`config.mk`:
```
export PLATFORM = sky130hd
export DESIGN_NAME = dac_host_regs
export DESIGN_NICKNAME = d
export VERILOG_FILES = /design/src/rtl/dac_host_pkg.sv /design/src/rtl/dac_unlock_seq.sv /design/src/rtl/dac_cmd_decode.sv /design/src/rtl/dac_host_regs.sv
export SDC_FILE = /design/constraint.sdc
export NUM_CORES = 1
export LEC_CHECK = 0
export BUFFER_PORTS_ARGS = -buffer_cell sky130_fd_sc_hd__buf_2
export CAP_MARGIN = 15
export CORE_ASPECT_RATIO = 0.75
export CORE_MARGIN = 3
export CORE_UTILIZATION = 24
export DETAILED_ROUTE_END_ITERATION = 10
export GPL_TIMING_DRIVEN = 0
export SYNTH_ARGS = -nofsm -noshare
export SYNTH_HDL_FRONTEND = slang
export SYNTH_SLANG_ARGS = --single-unit
export TNS_END_PERCENT = 100
```
`constraint.sdc`:
```
create_clock -name clk -period 2.1 [get_ports clk]
set_input_delay 0.42 -clock clk [delete_from_list [all_inputs] [get_ports clk]]
set_output_delay 0.42 -clock clk [all_outputs]
set_load 0.02 [all_outputs]
```
`src/rtl/dac_host_pkg.sv`:
```
package dac_host_pkg;
   typedef enum logic [1:0] {
      PORT_MASK  = 2'd0,
      PORT_RADDR = 2'd1,
      PORT_WADDR = 2'd2,
      PORT_DATA  = 2'd3
   } port_e;

   typedef struct packed {
      logic hicolor;
      logic sel16;
      logic sel24;
      logic two_clk;
      logic wide_dac;
   } cmd_fields_t;
endpackage

```
`src/rtl/dac_unlock_seq.sv`:
```
module dac_unlock_seq #(
   parameter int UNLOCK_READS = 4
) (
   input  logic clk,
   input  logic rst_n,
   input  logic mask_rd,
   input  logic mask_wr,
   input  logic other_acc,
   output logic unlocked
);
   localparam int CW = $clog2(UNLOCK_READS + 1);
   localparam logic [CW-1:0] LIMIT = CW'(UNLOCK_READS);

   logic [CW-1:0] cnt_q;

   assign unlocked = (cnt_q == LIMIT);

   always_ff @(posedge clk) begin
      if (!rst_n) begin
         cnt_q <= '0;
      end else if (other_acc) begin
         cnt_q <= '0;
      end else if (mask_wr && !unlocked) begin
         cnt_q <= '0;
      end else if (mask_rd && !unlocked) begin
         cnt_q <= cnt_q + 1'b1;
      end
   end
endmodule

```
`src/rtl/dac_cmd_decode.sv`:
```
module dac_cmd_decode
   import dac_host_pkg::*;
#(
   parameter int DATA_W     = 8,
   parameter bit MODE_FIELD = 1'b0
) (
   input  logic [DATA_W-1:0] cmd,
   output cmd_fields_t       fields
);
   generate
      if (MODE_FIELD) begin : g_mode_field
         logic [2:0] mode;
         assign mode             = cmd[7:5];
         assign fields.hicolor   = (mode >= 3'd5);
         assign fields.sel16     = (mode == 3'd6);
         assign fields.sel24     = (mode == 3'd7);
         assign fields.two_clk   = 1'b0;
         assign fields.wide_dac  = (mode == 3'd0) && cmd[1];
      end else begin : g_flags
         assign fields.hicolor   = cmd[7];
         assign fields.sel16     = cmd[7] & cmd[6];
         assign fields.sel24     = 1'b0;
         assign fields.two_clk   = cmd[5];
         assign fields.wide_dac  = 1'b0;
      end
   endgenerate
endmodule

```
`src/rtl/dac_host_regs.sv`:
```
module dac_host_regs
   import dac_host_pkg::*;
#(
   parameter int DATA_W       = 8,
   parameter int UNLOCK_READS = 4,
   parameter bit MODE_FIELD   = 1'b0
) (
   input  logic              clk,
   input  logic              rst_n,
   input  logic [1:0]        bus_addr,
   input  logic              bus_rd,
   input  logic              bus_wr,
   input  logic [DATA_W-1:0] bus_wdata,
   output logic [DATA_W-1:0] bus_rdata,
   output logic [DATA_W-1:0] pix_mask,
   output logic              hicolor_en,
   output logic              sel16,
   output logic              sel24,
   output logic              two_clk_latch,
   output logic              dac_8bit
);
   generate
      if (DATA_W < 8) begin : g_bad_width
         $error("dac_host_regs: DATA_W must be at least 8");
      end
      if (UNLOCK_READS < 1) begin : g_bad_count
         $error("dac_host_regs: UNLOCK_READS must be at least 1");
      end
   endgenerate

   localparam logic [DATA_W-1:0] MASK_RST = '1;
   localparam logic [DATA_W-1:0] CMD_RST  = '0;

   port_e       port;
   logic        mask_sel;
   logic        mask_rd;
   logic        mask_wr;
   logic        other_acc;
   logic        unlocked;
   logic [DATA_W-1:0] mask_q;
   logic [DATA_W-1:0] cmd_q;
   cmd_fields_t fields;

   assign port      = port_e'(bus_addr);
   assign mask_sel  = (port == PORT_MASK);
   assign mask_wr   = mask_sel && bus_wr;
   assign mask_rd   = mask_sel && bus_rd && !bus_wr;
   assign other_acc = !mask_sel && (bus_rd || bus_wr);

   dac_unlock_seq #(.UNLOCK_READS(UNLOCK_READS)) u_seq (
      .clk      (clk),
      .rst_n    (rst_n),
      .mask_rd  (mask_rd),
      .mask_wr  (mask_wr),
      .other_acc(other_acc),
      .unlocked (unlocked)
   );

   always_ff @(posedge clk) begin
      if (!rst_n) begin
         mask_q <= MASK_RST;
         cmd_q  <= CMD_RST;
      end else if (mask_wr) begin
         if (unlocked) cmd_q  <= bus_wdata;
         else          mask_q <= bus_wdata;
      end
   end

   always_comb begin
      bus_rdata = '0;
      if (mask_sel) bus_rdata = unlocked ? cmd_q : mask_q;
   end

   dac_cmd_decode #(.DATA_W(DATA_W), .MODE_FIELD(MODE_FIELD)) u_dec (
      .cmd   (cmd_q),
      .fields(fields)
   );

   assign pix_mask      = mask_q;
   assign hicolor_en    = fields.hicolor;
   assign sel16         = fields.sel16;
   assign sel24         = fields.sel24;
   assign two_clk_latch = fields.two_clk;
   assign dac_8bit      = fields.wide_dac;
endmodule

```
==> flow_metrics.tcl, run 1 <==
set metrics [dict create \
    status "finished, final reports clean" \
    netlist_instances 131 \
    tns_ns 0 \
    r2r_slack_ns 0.45 \
    syn_avg_cell_area_um2 7.43 \
    grt_pass1_vias 825 \
    met2_length_um 1060 \
    viasPerCell 4.51 \
    dr.pass1.iters 4 \
    slowest_delay_ns 0.33 \
    hold_viol 0 \
    period_minus_slack_ns 1.94 \
    cts_tree "built" \
    finalMaxSlewViolations 0 \
    dpl.hpwl_um 2110 \
    p_total_mw 0.739 \
    ant_nets 0 \
    port_buffers 31 \
    min_path_type "in -> reg" \
    fin_hold_ws_ns 0.420 \
    dr_wl_met3_um 207 \
    pin_count 35 \
    start_util 0.258 \
    dp_slack_ns 0.192 \
    die_area_um2 4860 \
    mostFrequentLayoutCells "33 x buf_2, 26 x nand3_1, 19 x a21oi_1, 19 x o21ai_0, 19 x dfxtp_1" \
    gr-total-overflow 0 \
    peakVddDrop_mv 0.284 \
    hold_path_depth 3 \
    grt_setup_unrepaired "no" \
    worst_pin_slew_ns 0.608 \
    ys_seq_area_frac 0.391 \
    path_buf_inv 2 \
    finalSetupViolations 0 \
    syn2layout_area_growth_pct 28.1 \
    rr_startpoint "u_seq.cnt_q[0]$_SDFFE_PP0P_" \
    crit_slowest_cell "dfxtp_1" \
    clock_skew_ns 0.00542 \
    finalWorstSetupSlack_ns 0.164 \
    reg2regPathDepth 6 \
    yosys_warnings 0 \
    critPathCaptureType "output pin" \
    synthDistinctLibCells 26 \
    r2r-end "pix_mask[6]$_SDFFE_PN1P_" \
    powerDensity_nw_per_um2 592 \
    drt-initial-drc-count 75 \
    n_antenna_cell 0 \
    fp.coreArea_um2 3780 \
    place_area_um2 1200 \
    final_common_cell "buf_2" \
    slew_headroom 0.594 \
    ys_ff_latch 19 \
    cp.required_ns 1.68 \
    num_rows 19 \
    worstSetupPathType "reg -> out" \
    antenna_found_initial 0 \
    vias 983 \
    cp.depth 6 \
    grt_usage 0.110 \
    path_cells "inv_1 > ha_2 > and2_4 > nand2_1 > a21oi_1 > buf_2" \
    routed.top_layer "met4" \
    drive_gt1_frac 0.283 \
    grt_pass1_wl_um 4050 \
    max_freq_mhz 517 \
    clkLatencyLatePin_ns 0.25 \
    clockRootBuffer "clkbuf_8" \
    worstHoldStart "bus_wdata[6]" \
    postLayoutCellArea_um2 1250 \
    cp-start-kind "register" \
    power.leakage_nw 0.523 \
    post-route-period-util 0.922 \
    maxCapViolCount 0 \
    cts_setup_buffers 0 \
    fp.dieH_um 61.2 \
    gp_congestion 0.726 \
    htreeDepth 1 \
    min_to "pix_mask[6]$_SDFFE_PN1P_" \
    cts.sinks 19 \
    drt_wl_total_um 2620 \
    nNetsFinal 183 \
    drt-wirelength-per-cell_um 12.0 \
    synth_area_um2 973 \
    cp_data_arrival_time_ns 1.52 \
    cts_made_buffers 3 \
    clk_pin_slew_ns 0.07 \
    die_w_um 79.5 \
    clockBufferDepth 2 \
    path_max_fanout 8 \
    grt_max_degree 12 \
    drc 0 \
    drt-met1-wl_um 1330 \
    cp_top_family "flip-flops" \
]
==> cell usage after synthesis, drive strengths merged <==
cell type,instances,area (um2)
a211o,1,10.0
a211oi,1,12.5
a21oi,19,95.1
and2,2,12.5
and4bb,1,12.5
buf,6,40.0
clkbuf,5,20.0
conb,1,3.75
dfxtp,19,380
ha,2,25.0
inv,4,15.0
nand2,17,63.8
nand2b,1,6.26
nand3,26,130
nand3b,1,7.51
nand4bb,1,11.3
nor2b,1,6.26
o211ai,1,7.51
o21ai,19,95.1
o22ai,1,6.26
or2,1,6.26
or3,1,6.26
==> where the power goes <==
group	total [mW]	switching [mW]	internal [mW]	leakage [nW]
Sequential	0.374	0.00548	0.369	0.154
Combinational	0.119	0.0773	0.0420	0.343
Clock	0.245	0.114	0.132	0.0255
Total	0.739	0.197	0.542	0.523
==> worst max path at each step <==
stage / to / start / slack, ns
finish: bus_rdata[4] / u_seq.cnt_q[0]$_SDFFE_PP0P_ / 0.16
global route: bus_rdata[4] / u_seq.cnt_q[0]$_SDFFE_PP0P_ / 0.01
CTS: bus_rdata[4] / u_seq.cnt_q[0]$_SDFFE_PP0P_ / 0.02
detailed placement: bus_rdata[4] / u_seq.cnt_q[0]$_SDFFE_PP0P_ / 0.19
global placement: bus_rdata[3] / u_seq.cnt_q[0]$_SDFFE_PP0P_ / 0.22
floorplan: bus_rdata[7] / u_seq.cnt_q[0]$_SDFFE_PP0P_ / 0.31
==> repair_timing <==
item,4_1_cts,5_1_grt
endpoints found under the setup margin,8,8
hold endpoints to repair,0,0
hold buffers,0,0
gates resized for setup,0,4
==> worst reg2reg max path, cell delays in order, from the launching register on <==
cell	delay, ns
dfxtp_1	0.36
inv_1	0.07
ha_2	0.22
a211o_2	0.36
clkbuf_1	0.21
o21ai_0	0.21
nand3_1	0.09
==> per-stage QoR <==
stage                     utilization  instances
after floorplan                     -        132
after global placement          0.317        215
after detailed placement        0.317        215
after CTS                       0.328        218
after global routing            0.330        218
final                           0.330        218
==> routing by layer <==
layer,vias to the layer above,GRT usage
met5,-,0
met1,421,0.168
met2,36,0.159
met4,0,0.0147
met3,2,0.0263
li1,524,-
==> cells by family (layout without fill, tap and decap cells) <==
| group | Yosys count | count (layout) | share of synthesized area |
|---|---|---|---|
| and+or+nand+nor | 52 | 52 | 0.270 |
| AOI/OAI and AO/OA | 42 | 42 | 0.233 |
| DFF | 19 | 19 | 0.391 |
| buffers and inverters | 15 | 49 | 0.0771 |
| adders and majority gates | 2 | 2 | 0.0257 |
| other | 1 | 2 | 0.00385 |
==> area by class of cell <==
class,count,area [um2]
timing repair buffer,31,155
sequential,19,380
clock inverter,1,5.00
buffer,10,56.3
tap,52,65.1
fill,424,2530
multi-input combinational,98,529
clock buffer,3,41.3
inverter,4,15.0
==> registers in the layout, indices dropped and copies added (netlist names) <==
signal / cells
u_seq.cnt_q: 3
pix_mask: 8
cmd_q: 8
No activity file was read; power rests on OpenSTA's default activity.
==> inputs of run 2 (changes only) <==
--- a/config.mk
+++ b/config.mk
@@ -7,12 +7,16 @@
 export LEC_CHECK = 0
 export BUFFER_PORTS_ARGS = -buffer_cell sky130_fd_sc_hd__buf_2
 export CAP_MARGIN = 15
+export CELL_PAD_IN_SITES_DETAIL_PLACEMENT = 1
+export CELL_PAD_IN_SITES_GLOBAL_PLACEMENT = 1
 export CORE_ASPECT_RATIO = 0.75
 export CORE_MARGIN = 3
 export CORE_UTILIZATION = 24
 export DETAILED_ROUTE_END_ITERATION = 10
 export GPL_TIMING_DRIVEN = 0
+export PLACE_DENSITY_LB_ADDON = 0.1
 export SYNTH_ARGS = -nofsm -noshare
 export SYNTH_HDL_FRONTEND = slang
+export SYNTH_HIERARCHICAL = 1
 export SYNTH_SLANG_ARGS = --single-unit
 export TNS_END_PERCENT = 100
==> run 2 against run 1 <==
  * Clock power rose by 6%
  * Final area rose by 13%
  * Synthesized area rose by 12%
  * First-iteration DRC count fell by 81%
  * Die area rose by 11%
  * Total power rose by 0.97%
  * Highest routed layer unchanged
  * Clock-buffer cell count did not move
==> flow_metrics.tcl, run 2 <==
set metrics [dict create \
    syn2layout_area_growth_pct 29.1 \
    critPathCaptureType "output pin" \
    cp_data_arrival_time_ns 1.58 \
    finalSetupViolations 0 \
    synthDistinctLibCells 27 \
    dr.pass1.iters 4 \
    yosysMostFrequentCell "mux2i_1" \
    nNetsFinal 174 \
    ys_ff_latch 19 \
    dpl.hpwl_um 2120 \
    viasPerCell 4.29 \
    drt-met1-wl_um 1410 \
    cp.required_ns 1.68 \
    max_freq_mhz 501 \
    drc 0 \
    drt_wl_total_um 2800 \
    place_area_um2 1320 \
    synth_edf_count 0 \
    peakVddDrop_mv 0.214 \
    finalMaxSlewViolations 0 \
    ys_seq_area_frac 0.350 \
    worstSetupPathType "reg -> out" \
    postLayoutCellArea_um2 1400 \
    hold_path_depth 3 \
    synth_commonest_cells "25 x mux2i_1, 19 x dfxtp_1, 16 x nand2_1, 16 x nor2b_1, 11 x nor2_1" \
    powerDensity_nw_per_um2 531 \
    clock_skew_ns 0.00809 \
    pin_count 35 \
    dr_wl_met3_um 157 \
    synthTopCellsByArea "dfxtp_1 35%, mux2i_1 23%, nor2b_1 9.2%" \
    cp-start-kind "register" \
    finalWorstSetupSlack_ns 0.102 \
    post-route-period-util 0.951 \
    ff_latch_area_um2 383 \
    synth_flop_cell "dfxtp_1" \
    vias 910 \
    synth_area_um2 1090 \
    min_to "cmd_q[4]$_SDFFE_PN0P_" \
    nFillCells 502 \
    htreeDepth 1 \
    mostFrequentLayoutCells "32 x buf_2, 24 x mux2i_1, 17 x dfxtp_1" \
    reg2regPathDepth 8 \
    cts.sinks 19 \
    grt_setup_unrepaired "no" \
    drt-initial-drc-count 14 \
    r2r_slack_ns 0.31 \
    hold_viol 0 \
    num_rows 20 \
    cts_made_buffers 3 \
    clockRootBuffer "clkbuf_8" \
    grt_pass1_wl_um 4680 \
    drive_gt1_frac 0.357 \
    met2_length_um 1220 \
    min_path_type "in -> reg" \
    syn_avg_cell_area_um2 9.14 \
    multi_input_area_um2 636 \
    clkLatencyLatePin_ns 0.26 \
    clk_pin_slew_ns 0.08 \
    status "finished, final reports clean" \
    start_util 0.259 \
    period_minus_slack_ns 2.00 \
    worstHoldStart "bus_wdata[4]" \
    grt_pass1_vias 920 \
    synth_top_area_frac 0.350 \
    gr-total-overflow 0 \
    fin_util 0.334 \
    die_w_um 83.7 \
    power.leakage_nw 0.573 \
    ys_async_sr_fraction 0 \
    n_antenna_cell 0 \
    gp_congestion 0.655 \
    rr_startpoint "u_seq/cnt_q[0]$_SDFFE_PP0P_" \
    yosys_warnings 6 \
    path_max_fanout 9 \
    cts_tree "built" \
    r2r-end "pix_mask[0]$_SDFFE_PN1P_" \
    grt_max_degree 12 \
    antenna_found_initial 0 \
    die_area_um2 5380 \
    routed.top_layer "met4" \
    clockBufferDepth 2 \
    tns_ns 0 \
    final_common_cell "buf_2" \
    drt-wirelength-per-cell_um 13.2 \
    grt_usage 0.110 \
    synth_top_area_cell "dfxtp_1" \
    port_buffers 32 \
    fp.dieH_um 64.3 \
    netlist_instances 119 \
    dp_slack_ns 0.292 \
    ant_nets 0 \
    fp.coreArea_um2 4200 \
    maxCapViolCount 0 \
]
[run 2: cell count changes after synthesis, moves of 3 or more]
cell and delta:
a21oi_1 -18, nor2b_1 +15, o21ai_0 -19, buf_4 +3, mux2i_1 +25, nand3_1 -26
nor2_1 +11
[run 2: worst max path at each step]
stage / slack [ns] / to / depth (start not counted) / from
after floorplan: 0.36 / bus_rdata[0] / 6 / u_seq/cnt_q[0]$_SDFFE_PP0P_
after global placement: 0.33 / bus_rdata[1] / 7 / u_seq/cnt_q[0]$_SDFFE_PP0P_
after detailed placement: 0.29 / bus_rdata[6] / 7 / u_seq/cnt_q[0]$_SDFFE_PP0P_
after CTS: 0.0004 / bus_rdata[7] / 7 / u_seq/cnt_q[0]$_SDFFE_PP0P_
after global routing: 0.01 / bus_rdata[0] / 7 / u_seq/cnt_q[0]$_SDFFE_PP0P_
final: 0.10 / bus_rdata[2] / 7 / u_seq/cnt_q[0]$_SDFFE_PP0P_
[run 2: what timing repair did]
action	4_1_cts	5_1_grt
endpoints found under the setup margin	1	8
setup buffers	0	1
hold buffers	0	0
resized for setup	1	7
gates cloned	0	0
[run 2: critical path: stages, from the launching register on]
cell	delay, ns
dfxtp_2	0.34
inv_1	0.09
ha_4	0.15
and2_4	0.16
buf_12	0.14
mux2i_2	0.20
nor2_1	0.06
buf_2	0.16
[run 2: routing by layer]
layer,track usage,vias up
li1,-,456
met1,0.145,429
met2,0.178,23
met3,0.0361,2
met4,0.0181,0
met5,0,-
[run 2: layout make-up]
| type | count | area share |
|---|---|---|
| clock inverters | 1 | 0.00357 |
| flip-flops and latches | 19 | 0.273 |
| well taps | 55 | 0.0490 |
| plain buffers | 11 | 0.0606 |
| inverters | 4 | 0.0107 |
| clock buffers | 3 | 0.0294 |
| repair buffers | 33 | 0.121 |
| multi-input cells | 86 | 0.453 |
[run 2: metrics by stage]
step                cells  total power, mW  hold WS [ns]
floorplan             120            0.449         0.434
global placement      207            0.494         0.443
detailed placement    207            0.496         0.460
CTS                   211            0.761         0.408
global route          212            0.790         0.416
finish                212            0.746         0.411
[run 2: power by group]
part | internal [mW] | switching [mW] | total (mW)
Combinational | 0.0485 | 0.0679 | 0.116
Sequential | 0.366 | 0.00452 | 0.370
Clock | 0.132 | 0.127 | 0.259
[run 2: kinds of logic (layout without fill, tap and decap cells)]
group | Yosys count | count (layout) | share of synthesized area
AND/OR/NAND/NOR | 52 | 52 | 0.272
AO/OA/AOI/OAI | 4 | 4 | 0.0299
adder cells (fa/ha/maj) | 2 | 2 | 0.0230
XOR/XNOR | 1 | 1 | 0.00806
buffers and inverters | 15 | 52 | 0.0840
flip-flops | 19 | 19 | 0.350
other | 1 | 2 | 0.00345
multiplexers | 25 | 25 | 0.230
==> inputs of run 3 (changes only) <==
==> constraint.sdc (replaced) <==
create_clock -name clk -period 2 [get_ports clk]
set_input_delay 0.4 -clock clk [delete_from_list [all_inputs] [get_ports clk]]
set_output_delay 0.4 -clock clk [all_outputs]
set_load 0.02 [all_outputs]
==> run 3 against run 2 <==
  * Die area unchanged
  * Clock power up 6%
  * Clock-buffer cell count unchanged
  * Register-to-register slack worse by 0.05 ns
  * Total power up 5.6%
  * Sequential share of layout area about the same
==> flow_metrics.tcl, run 3 (same netlist as run 2, synthesis figures left out) <==
set metrics [dict create \
    pin_count 35 \
    htreeDepth 1 \
    drc 0 \
    cp-start-kind "register" \
    peakVddDrop_mv 0.227 \
    start_util 0.259 \
    clkLatencyLatePin_ns 0.26 \
    maxCapViolCount 0 \
    clock_skew_ns 0.00928 \
    drive_gt1_frac 0.373 \
    ant_nets 0 \
    hold_viol 0 \
    tns_ns 0 \
    vias 916 \
    clockBufferDepth 2 \
    rr_startpoint "u_seq/cnt_q[0]$_SDFFE_PP0P_" \
    status "finished, final reports clean" \
    grt_setup_unrepaired "no" \
    cp_data_arrival_time_ns 1.50 \
    n_antenna_cell 0 \
    critPathCaptureType "output pin" \
    antenna_found_initial 0 \
    p_total_mw 0.788 \
    port_buffers 32 \
    critPathLaunch "u_seq/cnt_q[0]$_SDFFE_PP0P_" \
    nFillCells 505 \
    drt-initial-drc-count 17 \
    grt_usage 0.110 \
    grt_max_degree 12 \
    grt_pass1_vias 922 \
    final_common_cell "buf_2" \
    worstSetupPathType "reg -> out" \
    period_minus_slack_ns 1.90 \
    fin_util 0.335 \
    dpl.hpwl_um 2120 \
    finalSetupViolations 0 \
    mostFrequentLayoutCells "29 x buf_2, 24 x mux2i_1, 17 x dfxtp_1" \
    worstHoldStart "bus_wdata[3]" \
    cts_tree "built" \
    num_rows 20 \
    grt_pass1_wl_um 4680 \
    max_freq_mhz 527 \
    fp.dieH_um 64.3 \
    nNetsFinal 175 \
    drt-wirelength-per-cell_um 13.6 \
    gp_congestion 0.655 \
    cts_made_buffers 3 \
    gr-total-overflow 0 \
    power.leakage_nw 0.577 \
    drt_wl_total_um 2910 \
    viasPerCell 4.30 \
    syn2layout_area_growth_pct 29.3 \
    post-route-period-util 0.949 \
    cts.sinks 19 \
    finalMaxSlewViolations 0 \
    dr.pass1.iters 3 \
    die_w_um 83.7 \
    clk_pin_slew_ns 0.08 \
    fp.coreArea_um2 4200 \
    path_max_fanout 5 \
    cp.required_ns 1.60 \
    die_area_um2 5380 \
    powerDensity_nw_per_um2 560 \
    clockRootBuffer "clkbuf_8" \
    min_path_type "in -> reg" \
]
[run 3: cell count changes in the layout (fill, tap and decap cells not counted), sizes merged]
cell | previous run | this run
and2 | 2 | 3
[run 3: layout make-up]
| type | instances | area (um2) | area share |
|---|---|---|---|
| Buffer | 10 | 65.1 | 0.0463 |
| Sequential cell | 19 | 383 | 0.272 |
| Clock buffer | 3 | 41.3 | 0.0294 |
| Tap cell | 55 | 68.8 | 0.0489 |
| Timing Repair Buffer | 34 | 185 | 0.132 |
| Inverter | 4 | 15.0 | 0.0107 |
| Clock inverter | 1 | 5.00 | 0.00356 |
| Multi-Input combinational cell | 87 | 643 | 0.457 |
[run 3: power by group]
group | switching (mW) | leakage (nW) | internal [mW]
combinational | 0.0716 | 0.397 | 0.0529
sequential | 0.00491 | 0.155 | 0.384
clock | 0.135 | 0.0255 | 0.139
total | 0.212 | 0.577 | 0.576
[run 3: repair_timing]
item / 4_1_cts / 5_1_grt
endpoints found under the setup margin: 8 / 8
pin swaps: 0 / 1
cloned: 0 / 1
buffers inserted: 1 / 1
resized for setup: 6 / 7
hold buffers: 0 / 0
[run 3: metal layers]
metal / vias up / GRT usage / share of wire
li1: 457 / - / -
met3: 2 / 0.0361 / 0.054
met5: - / 0 / 0
met1: 434 / 0.145 / 0.49
met4: 0 / 0.0181 / 0.0045
met2: 23 / 0.178 / 0.45
[run 3: stage by stage]
stage | area [um2] | instances | setup slack (ns) | hold slack [ns]
2_1_floorplan | 1090 | 120 | 0.278 | 0.434
3_3_place_gp | 1320 | 207 | 0.248 | 0.443
3_5_place_dp | 1320 | 207 | 0.212 | 0.460
4_1_cts | 1390 | 212 | 0.00184 | 0.388
5_1_grt | 1410 | 213 | 0.0192 | 0.396
6_report | 1410 | 213 | 0.102 | 0.389
[run 3: final timing paths]
kind / end / slack [ns] / depth (start not counted)
worst max register to register: pix_mask[0]$_SDFFE_PN1P_ / 0.26 / 7
worst min-delay path: cmd_q[3]$_SDFFE_PN0P_ / 0.39 / 3
worst min register to register: cmd_q[0]$_SDFFE_PN0P_ / 0.47 / 2
worst max-delay path: bus_rdata[2] / 0.10 / 6
[run 3: critical path, cell delays in order, from the launching register on]
cell     delay [ns]
dfxtp_2        0.34
inv_2          0.07
ha_4           0.15
and2_4         0.22
mux2i_2        0.22
nor2_1         0.07
buf_4          0.16
